`config.mk`:
```
export PLATFORM = sky130hd
export DESIGN_NAME = i2c_irq_ctrl
export DESIGN_NICKNAME = d
export VERILOG_FILES = /design/src/rtl/i2c_irq_pkg.sv /design/src/rtl/irq_flag_bank.sv /design/src/rtl/irq_mask_reg.sv /design/src/rtl/irq_line_gen.sv /design/src/rtl/cmd_pulse_gen.sv /design/src/rtl/i2c_irq_ctrl.sv
export SDC_FILE = /design/constraint.sdc
export NUM_CORES = 1
export LEC_CHECK = 0
export BUFFER_PORTS_ARGS = -buffer_cell sky130_fd_sc_hd__buf_4
export CAP_MARGIN = 10
export CORE_UTILIZATION = 25
export CTS_BUF_LIST = sky130_fd_sc_hd__clkbuf_2
export DETAILED_ROUTE_END_ITERATION = 6
export REMOVE_ABC_BUFFERS = 1
export SYNTH_ARGS = -nofsm -noshare
export SYNTH_HDL_FRONTEND = slang
export SYNTH_HIERARCHICAL = 1
export SYNTH_SLANG_ARGS = --single-unit
```
`constraint.sdc`:
```
create_clock -name clk -period 1.2 [get_ports clk]
set_clock_uncertainty 0.1 [all_clocks]
set_input_delay 0 -clock clk [delete_from_list [all_inputs] [get_ports clk]]
set_output_delay 0 -clock clk [all_outputs]
set_load 0.005 [all_outputs]
```
`src/rtl/i2c_irq_pkg.sv`:
```
package i2c_irq_pkg;
  localparam int DATA_W     = 16;
  localparam int POS_DONE   = 0;
  localparam int POS_ACKERR = 1;
  localparam int POS_HSNACK = 2;
  localparam int POS_RSTPT  = 4;
  localparam int POS_GO     = 0;
  localparam int POS_MTRIG  = 14;
  localparam int POS_MCFG   = 15;

  localparam logic [DATA_W-1:0] IMPL_MASK =
    (DATA_W'(1) << POS_DONE) | (DATA_W'(1) << POS_ACKERR) |
    (DATA_W'(1) << POS_HSNACK) | (DATA_W'(1) << POS_RSTPT);

  typedef enum logic [1:0] {
    RA_STATUS = 2'd0,
    RA_MASK   = 2'd1,
    RA_START  = 2'd2,
    RA_NONE   = 2'd3
  } reg_addr_e;

  // next flag value: set beats clear, soft clear beats both
  function automatic logic flag_next(input logic cur, input logic set,
                                     input logic clr, input logic wipe);
    if (wipe)      return 1'b0;
    else if (set)  return 1'b1;
    else if (clr)  return 1'b0;
    else           return cur;
  endfunction

  function automatic logic irq_reduce(input logic [DATA_W-1:0] sts,
                                      input logic [DATA_W-1:0] msk);
    return |(sts & msk & IMPL_MASK);
  endfunction
endpackage

```
`src/rtl/irq_flag_bank.sv`:
```
module irq_flag_bank
  import i2c_irq_pkg::*;
#(
  parameter int W = DATA_W,
  parameter logic [W-1:0] IMPL = IMPL_MASK[W-1:0]
) (
  input  logic         clk,
  input  logic         rst_n,
  input  logic         wipe,
  input  logic [W-1:0] set_vec,
  input  logic [W-1:0] clr_vec,
  output logic [W-1:0] flags
);
  for (genvar i = 0; i < W; i++) begin : g_bit
    if (IMPL[i]) begin : g_ff
      logic q;
      always_ff @(posedge clk or negedge rst_n) begin
        if (!rst_n) q <= 1'b0;
        else        q <= flag_next(q, set_vec[i], clr_vec[i], wipe);
      end
      assign flags[i] = q;
    end else begin : g_tie
      assign flags[i] = 1'b0;
    end
  end
endmodule

```
`src/rtl/irq_mask_reg.sv`:
```
module irq_mask_reg
  import i2c_irq_pkg::*;
#(
  parameter int W = DATA_W,
  parameter logic [W-1:0] IMPL = IMPL_MASK[W-1:0]
) (
  input  logic         clk,
  input  logic         rst_n,
  input  logic         wipe,
  input  logic         load,
  input  logic [W-1:0] din,
  output logic [W-1:0] mask
);
  logic [W-1:0] q;
  always_ff @(posedge clk or negedge rst_n) begin
    if (!rst_n)    q <= '0;
    else if (wipe) q <= '0;
    else if (load) q <= din & IMPL;
  end
  assign mask = q;
endmodule

```
`src/rtl/irq_line_gen.sv`:
```
module irq_line_gen
  import i2c_irq_pkg::*;
#(
  parameter int W = DATA_W
) (
  input  logic         clk,
  input  logic         rst_n,
  input  logic         wipe,
  input  logic [W-1:0] flags,
  input  logic [W-1:0] mask,
  output logic         irq
);
  logic q;
  always_ff @(posedge clk or negedge rst_n) begin
    if (!rst_n)    q <= 1'b0;
    else if (wipe) q <= 1'b0;
    else           q <= irq_reduce(flags, mask);
  end
  assign irq = q;
endmodule

```
`src/rtl/cmd_pulse_gen.sv`:
```
module cmd_pulse_gen #(
  parameter int N = 3
) (
  input  logic         clk,
  input  logic         rst_n,
  input  logic         wipe,
  input  logic         load,
  input  logic [N-1:0] cmd,
  output logic [N-1:0] pulses
);
  logic [N-1:0] q;
  always_ff @(posedge clk or negedge rst_n) begin
    if (!rst_n)              q <= '0;
    else if (wipe || !load)  q <= '0;
    else                     q <= cmd;
  end
  assign pulses = q;
endmodule

```
`src/rtl/i2c_irq_ctrl.sv`:
```
module i2c_irq_ctrl
  import i2c_irq_pkg::*;
#(
  parameter int W  = DATA_W,
  parameter int AW = 2
) (
  input  logic          clk,
  input  logic          rst_n,
  input  logic          soft_clr,
  input  logic          bus_we,
  input  logic [AW-1:0] bus_addr,
  input  logic [W-1:0]  bus_wdata,
  output logic [W-1:0]  bus_rdata,
  input  logic          ev_done,
  input  logic          ev_ackerr,
  input  logic          ev_hsnack,
  input  logic          ev_rstpt,
  output logic          irq,
  output logic          start_pulse,
  output logic          mtrig_pulse,
  output logic          mcfg_pulse
);
  localparam int NCMD = 3;

  // named internal events, also used by the checker
  logic          wr_status, wr_mask, wr_start;
  logic [W-1:0]  set_vec, clr_vec, sts_q, msk_q;
  logic [NCMD-1:0] cmd_bits, cmd_q;

  assign wr_status = bus_we && (bus_addr == AW'(RA_STATUS));
  assign wr_mask   = bus_we && (bus_addr == AW'(RA_MASK));
  assign wr_start  = bus_we && (bus_addr == AW'(RA_START));

  always_comb begin
    set_vec = '0;
    set_vec[POS_DONE]   = ev_done;
    set_vec[POS_ACKERR] = ev_ackerr;
    set_vec[POS_HSNACK] = ev_hsnack;
    set_vec[POS_RSTPT]  = ev_rstpt;
  end

  assign clr_vec  = wr_status ? bus_wdata : '0;
  assign cmd_bits = {bus_wdata[POS_MCFG], bus_wdata[POS_MTRIG], bus_wdata[POS_GO]};

  irq_flag_bank #(.W(W), .IMPL(IMPL_MASK[W-1:0])) u_flags (
    .clk(clk), .rst_n(rst_n), .wipe(soft_clr),
    .set_vec(set_vec), .clr_vec(clr_vec), .flags(sts_q)
  );

  irq_mask_reg #(.W(W), .IMPL(IMPL_MASK[W-1:0])) u_mask (
    .clk(clk), .rst_n(rst_n), .wipe(soft_clr),
    .load(wr_mask), .din(bus_wdata), .mask(msk_q)
  );

  irq_line_gen #(.W(W)) u_irq (
    .clk(clk), .rst_n(rst_n), .wipe(soft_clr),
    .flags(sts_q), .mask(msk_q), .irq(irq)
  );

  cmd_pulse_gen #(.N(NCMD)) u_cmd (
    .clk(clk), .rst_n(rst_n), .wipe(soft_clr),
    .load(wr_start), .cmd(cmd_bits), .pulses(cmd_q)
  );

  assign start_pulse = cmd_q[0];
  assign mtrig_pulse = cmd_q[1];
  assign mcfg_pulse  = cmd_q[2];

  always_comb begin
    case (bus_addr)
      AW'(RA_STATUS): bus_rdata = sts_q;
      AW'(RA_MASK):   bus_rdata = msk_q;
      default:        bus_rdata = '0;
    endcase
  end
endmodule

```
# --- Yosys cells after proc, flatten, opt, wreduce, memory -nomap -nowiden ---
# Index checks and enable logic that the tools add are counted.
word_totals:
  regBits: 24
  in_bits: 26
  wordCells: 40
classes:
  eq_ne: 2
  muxes: 18
  bitwise_logic: 1
  reduce_logical: 12
ops:
  columns: ["cell", "count"]
  rows:
  - ["16-bit two-way mux", 2]
  - ["16-bit one-hot mux with 2 select lines", 1]
  - ["1-bit two-way mux", 13]
  - ["3-bit nonzero test", 4]
  - ["5-bit AND", 1]
  - ["5-bit two-way mux", 1]
  - ["4-bit OR reduction", 1]
  - ["1-bit logical AND", 3]
  - ["3-bit two-way mux", 1]
  - ["2-bit by 1-bit equality test with 1-bit output, second input constant", 1]
  - ["2-bit equality test, second input constant", 1]
  - ["2-bit zero test", 1]
  - ["2-bit nonzero test", 1]
  - ["1-bit zero test", 1]
  - ["1-bit logical OR", 1]

# --- Longest topological paths before layout ---
# Gate-level depths: netlist of the first run.
logic_depth:
  ltp_word: 6
  depth_mapped: 7
  depth_no_buf: 4

# --- By module ---
# Netlist of the first run, hierarchy kept.
modules_own_cells:
  columns: ["mod", "n_inst", "cells_each", "area_per_inst_um2"]
  rows:
  - ["i2c_irq_ctrl", 1, 58, 404.1]
  - ["irq_flag_bank", 1, 33, 284.0]
  - ["irq_mask_reg", 1, 26, 254.0]
  - ["cmd_pulse_gen", 1, 6, 101.3]
  - ["irq_line_gen", 1, 4, 45.0]

# --- Worst setup path after synthesis of the first run ---
# OpenSTA, ideal clock, no wires.
synth_path:
  path_kind: "input to register"
  from: "input port bus_addr[0]"
  to: "register u_mask.q[0] (netlist: u_mask/mask[0])"
  arrival_time_ns: 0.851
  t_required_ns: 0.982
  path_slack_ns: 0.131
  stages: 7
  path_buffers: 3
  cell_sequence: "buf_6 buf_4 nand2_1 nor2_1 clkbuf_2 mux2i_1 nor2_1"
synth_via:
  elab_chain_len: 3
synth_lines:
  columns: ["item", "line_no", "source"]
  rows:
  - ["from (decl)", "i2c_irq_ctrl.sv:11", "input logic [AW-1:0] bus_addr,"]
  - ["2-bit by 1-bit equality test with 1-bit output", "i2c_irq_ctrl.sv:31", "assign wr_mask = bus_we && (bus_addr == AW'(RA_MASK));"]
  - ["1-bit logical AND", "i2c_irq_ctrl.sv:31", null]
  - ["via wr_mask", "i2c_irq_ctrl.sv:26", "logic wr_status, wr_mask, wr_start;"]
  - ["2-bit nonzero test (no line)", null, null]
  - ["to (signal assigned)", "irq_mask_reg.sv:18", "else if (load) q <= din & IMPL;"]
  - ["to (decl)", "irq_mask_reg.sv:14", "logic [W-1:0] q;"]
# The timed path passes the listed nets, and every way through them passes these cells.
# A chain may end at the register's enable or synchronous reset.

# --- Worst setup path after layout of the first run ---
layout_path:
  from: "register u_mask.q[2] (netlist: u_mask/mask[2])"
  to: "output port bus_rdata[2]"
layout_via:
  elab_chain_len: 1
layout_lines:
  columns: ["item", "line_no", "source"]
  rows:
  - ["16-bit one-hot mux with 2 select lines", "i2c_irq_ctrl.sv:70", "case (bus_addr)"]
  - ["to (decl)", "i2c_irq_ctrl.sv:13", "output logic [W-1:0] bus_rdata,"]
# No other way between the ends.

==> run_results.csv, run 1 <==
group,metric,value,unit
run_status,run_status,"completed",
clock_network,number_of_gates_resized_after_cts,0,
power,powerDensity,696,nW/um^2
placed_design,io_buffers,23,
grt,grt_start_max_net_pins,15,
finish,finish.utilization,0.334,
sta,final.period_utilization,0.937,
critical_path,timing.setup.critical_path_class,"reg -> out",
route,wl_per_cell,9.26,um
critical_path,worst-r2r-setup-slack,0.28,ns
floorplan,core.rowCount,22,
critical_path,reg2regPathDepth,2,
clock_network,ctsHtreeMaxLevel,1,
finish,layout.cells.non_filler,195,
worst_hold_path,hold_path_cell_cnt,3,
floorplan,die_area,4250,um^2
critical_path,critPathMaxFanout,3,
clock_network,cts_tree,"built",
grt,first_global_vias,725,
critical_path,regToRegStartpoint,"u_flags/g_bit[2].g_ff.q$_DFFE_PN0P_",
power,irDropWorstVdd,0.000422,V
grt,antenna_violations_before_repair,0,
power,power.static_leakage,0.680,nW
grt,grt-ovfl-total,0,
route,route.antenna.remaining_nets,0,
placed_design,globalplace.congestion,0.730,
clock_network,clk-insertion-delay-late,0.26,ns
route,routed-via-count,724,
finish,fillers,428,
critical_path,critical_path.reg2reg.endpoint,"u_irq/irq$_DFF_PN0_",
route,via_density_per_instance,3.71,
critical_path,worst-endpoint-arrival,1.02,ns
sta,finalHoldViolCount,0,
floorplan,core_area,3740,um^2
critical_path,worst_setup_path_end_kind,"primary output",
placed_design,dp.final_hpwl,1370,um
sta,rsz0062_at_grt,"yes",
yosys,synthCells,113,
worst_hold_path,worst_hold_path.endpoint,"u_cmd/pulses[1]$_DFF_PN0_",
clock_network,cts_buffer_depth,2,
yosys,syn_area_per_cell,8.84,um^2
critical_path,critPathSlowestCell,"sky130_fd_sc_hd__dfrtp_1",
sta,report.final.setup_viol,0,
sta,fmaxAchievable,889,MHz
finish,area_growth_syn_to_layout,25.3,%
flow_run,max-cap-violations,0,
route,route.detailed.drc,0,
yosys,post_synth_instance_area,998,um^2
route,dr.pass1.iters,2,
floorplan,die_w,65.2,um
critical_path,crit_path_start_kind,"flop",
floorplan,num_io_pins,46,
floorplan,effective_utilization_at_floorplan,0.267,
clock_network,number_of_buffers_created_by_cts,3,
floorplan,chipHeight,65.2,um
worst_hold_path,min_from,"bus_we",
finish,antennaDiodeCount,0,
clock_network,tritoncts_num_sinks,12,
clock_network,cts_root_buf,"sky130_fd_sc_hd__clkbuf_2",
route,first_iter_violations,8,
finish,finalNetCount,174,
grt,grt_first_pass_wirelength,3070,um
yosys,ys.warnings.count,6,
sta,final-max-slew-violation-count,0,
placed_design,placed_cells,176,
finish,drive_above_1_share,0.218,
grt,global_route.usage.total,0.0933,
critical_path,timing.critical_path.slowest_cell_delay,0.41,ns
worst_hold_path,hold_wc_path_type,"in -> reg",
critical_path,critPathRequiredTime,1.10,ns
critical_path,cp_cell_sequence,"mux2i_1 > nor2_1 > buf_4",
route,finalWirelength,1810,um
sta,period_minus_slack,1.12,ns
clock_network,cts.clk_slew.worst_paths,0.11,ns
## metrics by stage
| step | setup WS [ns] | power (mW) | TNS [ns] | hold WS (ns) | area (um^2) |
|---|---|---|---|---|---|
| final | 0.0754 | 0.871 | 0 | 0.114 | 1250 |
| after detailed placement | 0.249 | 0.638 | 0 | -0.253 | 1090 |
| after floorplan | 0.363 | 0.531 | 0 | -0.396 | 832 |
| after CTS | 0.0410 | 0.881 | 0 | 0.0783 | 1240 |
| after global placement | 0.259 | 0.637 | 0 | -0.251 | 1090 |
| after global routing | -0.0373 | 0.933 | -0.0424 | 0.0972 | 1250 |
## power by group
group	internal [mW]	total, mW	leakage, nW	switching (mW)
combinational	0.129	0.235	0.505	0.106
clock	0.0724	0.203	0.0140	0.131
sequential	0.420	0.432	0.161	0.0116
total	0.622	0.871	0.680	0.248
## worst max-delay path by stage
stage                                     endpoint  depth (start not counted)                                start
2_1_floorplan                  u_irq/irq$_DFF_PN0_                          2  u_flags/g_bit[2].g_ff.q$_DFFE_PN0P_
5_1_grt                               bus_rdata[2]                          3           u_mask/mask[2]$_DFFE_PN0P_
3_3_place_gp   u_flags/g_bit[0].g_ff.q$_DFFE_PN0P_                          5                          bus_addr[0]
3_5_place_dp   u_flags/g_bit[1].g_ff.q$_DFFE_PN0P_                          5                          bus_addr[0]
4_1_cts                               bus_rdata[2]                          3           u_mask/mask[2]$_DFFE_PN0P_
6_report                              bus_rdata[2]                          3           u_mask/mask[2]$_DFFE_PN0P_
## area by class of cell
type | count | area [um^2] | area share
repair buffers | 41 | 340 | 0.272
well taps | 48 | 60.1 | 0.0480
flip-flops and latches | 12 | 300 | 0.240
clock buffers | 3 | 15.0 | 0.0120
clock inverters | 1 | 3.75 | 0.00300
inverters | 4 | 15.0 | 0.0120
multi-input cells | 86 | 517 | 0.413
## worst max-delay path: cells and delay by family, from the launching register on
family / cells / cell delay, ns
flip-flops: 1 / 0.41
buffers and inverters: 1 / 0.13
AND/OR/NAND/NOR: 1 / 0.06
multiplexers: 1 / 0.17
## flip-flops by register name (all words and copies together), names as in the netlist
| register | count |
|---|---|
| u_cmd/pulses | 3 |
| u_irq/irq | 1 |
| u_flags/g_bit.g_ff.q | 4 |
| u_mask/mask | 4 |
## per-layer routing
metal / global-route usage / share of wire / vias up
met5: 0 / 0 / -
met4: 0.0245 / 0 / 0
met3: 0.0226 / 0.044 / 0
met2: 0.169 / 0.52 / 16
met1: 0.109 / 0.43 / 330
li1: - / - / 378
## cell usage in the layout (no fill, tap or decap)
master                          instances
sky130_fd_sc_hd__and2_1                 4
sky130_fd_sc_hd__nand2_1                1
sky130_fd_sc_hd__buf_4                 28
sky130_fd_sc_hd__a22oi_1                2
sky130_fd_sc_hd__clkbuf_2               3
sky130_fd_sc_hd__nor3b_4                1
sky130_fd_sc_hd__a21oi_1                5
sky130_fd_sc_hd__clkinv_1               1
sky130_fd_sc_hd__dfrtp_1               12
sky130_fd_sc_hd__nor2_1                21
sky130_fd_sc_hd__and3b_1                4
sky130_fd_sc_hd__dlygate4sd3_1         13
sky130_fd_sc_hd__conb_1                24
sky130_fd_sc_hd__inv_1                  4
sky130_fd_sc_hd__nand2b_1               4
sky130_fd_sc_hd__mux2i_1               20
## repair_timing
| item | CTS | global route |
|---|---|---|
| hold buffers | 13 | 0 |
| buffers inserted | 0 | 2 |
| endpoints found under the hold margin | 24 | 0 |
| endpoints found under the setup margin | 0 | 2 |
Note: power is estimated with default switching activity, not from simulation.
==> inputs of run 2 (changes only) <==
--- a/config.mk
+++ b/config.mk
@@ -10,6 +10,7 @@
 export CORE_UTILIZATION = 25
 export CTS_BUF_LIST = sky130_fd_sc_hd__clkbuf_2
 export DETAILED_ROUTE_END_ITERATION = 6
+export PLACE_DENSITY = 0.55
 export REMOVE_ABC_BUFFERS = 1
 export SYNTH_ARGS = -nofsm -noshare
 export SYNTH_HDL_FRONTEND = slang
==> run 2 against run 1 <==
  * Sequential cell count stayed put
  * Sequential power hardly changed
  * Global-route usage is 0.050 points lower
  * Utilization is 0.13 points lower
  * Sequential share of layout area is 0.096 points higher
  * Via count is 0.14% lower
  * Count of clock-buffer cells in the layout stayed put
  * Largest cell class unchanged
  * Largest power group unchanged
==> run_results.csv, run 2 (synthesized netlist as in run 1, its figures left out) <==
group,metric,value,unit
floorplan,effective_utilization_at_floorplan,0.267,
route,via_density_per_instance,3.73,
sta,report.final.setup_viol,0,
placed_design,io_buffers,23,
floorplan,core.rowCount,22,
route,routed-via-count,723,
critical_path,crit_path_start_kind,"flop",
sta,final.period_utilization,0.932,
flow_run,max-cap-violations,0,
power,powerDensity,691,nW/um^2
sta,final-max-slew-violation-count,0,
clock_network,cts.clk_slew.worst_paths,0.11,ns
clock_network,cts_buffer_depth,2,
critical_path,critPathSlowestCell,"sky130_fd_sc_hd__dfrtp_1",
floorplan,num_io_pins,46,
critical_path,worst-endpoint-arrival,1.02,ns
route,route.detailed.drc,0,
critical_path,cp_cell_sequence,"mux2i_1 > nor2_1 > buf_4",
power,irDropWorstVdd,0.000233,V
sta,finalHoldViolCount,0,
route,finalWirelength,1860,um
critical_path,timing.critical_path.slowest_cell_delay,0.42,ns
finish,fillers,412,
clock_network,cts_root_buf,"sky130_fd_sc_hd__clkbuf_2",
grt,grt-ovfl-total,0,
floorplan,die_area,4250,um^2
grt,grt_start_max_net_pins,20,
clock_network,cts_tree,"built",
grt,antenna_violations_before_repair,0,
sta,period_minus_slack,1.12,ns
sta,fmaxAchievable,894,MHz
clock_network,ctsHtreeMaxLevel,1,
critical_path,critPathRequiredTime,1.10,ns
sta,final.setup.tns,0,ns
grt,grt_first_pass_wirelength,3030,um
grt,global_route.usage.total,0.0928,
placed_design,dp_worst_setup_slack,0.173,ns
run_status,run_status,"completed",
placed_design,dp.final_hpwl,1370,um
clock_network,tritoncts_num_sinks,12,
finish,area_growth_syn_to_layout,24.8,%
clock_network,clk-insertion-delay-late,0.25,ns
critical_path,timing.setup.critical_path_class,"reg -> out",
floorplan,core_area,3740,um^2
critical_path,path_buf_inv,1,
placed_design,globalplace.congestion,0.819,
critical_path,cp_top_family,"flip-flops",
floorplan,die_w,65.2,um
sta,rsz0062_at_grt,"no",
route,dr.pass1.iters,3,
grt,first_global_vias,659,
power,power.static_leakage,0.673,nW
worst_hold_path,hold_wc_path_type,"in -> reg",
route,first_iter_violations,11,
critical_path,worst_setup_path_end_kind,"primary output",
floorplan,chipHeight,65.2,um
route,route.antenna.remaining_nets,0,
finish,mostFrequentLayoutCells,"sky130_fd_sc_hd__buf_4, sky130_fd_sc_hd__conb_1, sky130_fd_sc_hd__nor2_1",
finish,layout_commonest_cell,"sky130_fd_sc_hd__buf_4",
finish,drive_above_1_share,0.205,
sta,final.setup.worst_slack,0.0813,ns
clock_network,number_of_buffers_created_by_cts,3,
route,wl_per_cell,9.59,um
clock_network,cts_setup_buffers,0,
critical_path,critPathMaxFanout,3,
finish,finalNetCount,173,
finish,antennaDiodeCount,0,
-- run 2: cell count changes in the layout (fill, tap and decap cells not counted), sizes merged --
cell	change
buf	-2
dlygate4sd3	+1
-- run 2: worst register-to-register path, cell delays in order (launching register included) --
cell	delay, ns
sky130_fd_sc_hd__dfrtp_1	0.41
sky130_fd_sc_hd__a22oi_1	0.20
sky130_fd_sc_hd__a21oi_1	0.09
-- run 2: worst paths after layout --
check                                                         start                             endpoint  slack, ns  depth (start not counted)
worst max register to register  u_flags/g_bit[0].g_ff.q$_DFFE_PN0P_                  u_irq/irq$_DFF_PN0_       0.30                          2
min in group asynchronous                                     rst_n           u_mask/mask[0]$_DFFE_PN0P_       0.60                          3
max in group asynchronous                                     rst_n  u_flags/g_bit[2].g_ff.q$_DFFE_PN0P_       0.15                          3
worst max-delay path            u_flags/g_bit[1].g_ff.q$_DFFE_PN0P_                         bus_rdata[1]       0.08                          3
worst min register to register  u_flags/g_bit[2].g_ff.q$_DFFE_PN0P_  u_flags/g_bit[2].g_ff.q$_DFFE_PN0P_       0.47                          2
worst min-delay path                                         bus_we            u_cmd/pulses[2]$_DFF_PN0_       0.10                          3
-- run 2: metal layers --
metal,GRT usage,part of all wire
met1,0.105,0.43
met2,0.157,0.48
met3,0.0365,0.084
met4,0.0326,0.0022
met5,0,0
-- run 2: cell type report --
class | instances | area [um^2] | share of cell area
multi-input cells | 86 | 517 | 0.415
inverters | 4 | 15.0 | 0.0120
clock inverters | 1 | 3.75 | 0.00301
clock buffers | 3 | 15.0 | 0.0120
repair buffers | 40 | 335 | 0.269
well taps | 48 | 60.1 | 0.0482
flip-flops and latches | 12 | 300 | 0.241
-- run 2: metrics by stage --
step           power [mW]  instances  hold WS (ns)  utilization  instance area (um^2)
6_report            0.862        194         0.102        0.333                  1250
5_1_grt             0.931        194         0.105        0.333                  1250
4_1_cts             0.868        194        0.0921        0.333                  1250
3_5_place_dp        0.635        176        -0.254        0.290                  1090
3_3_place_gp        0.631        176        -0.253        0.290                  1090
2_1_floorplan       0.531        102        -0.396            -                   832
-- run 2: timing repair --
| item | in CTS | in global routing |
|---|---|---|
| endpoints found under the hold margin | 24 | 0 |
| resized for setup | 0 | 0 |
| endpoints found under the setup margin | 0 | 1 |
| hold buffers | 14 | 0 |
-- run 2: report_power, final --
part / switching (mW) / internal [mW] / leakage [nW]
Combinational: 0.107 / 0.128 / 0.498
Sequential: 0.0120 / 0.420 / 0.161
Clock: 0.122 / 0.0724 / 0.0140
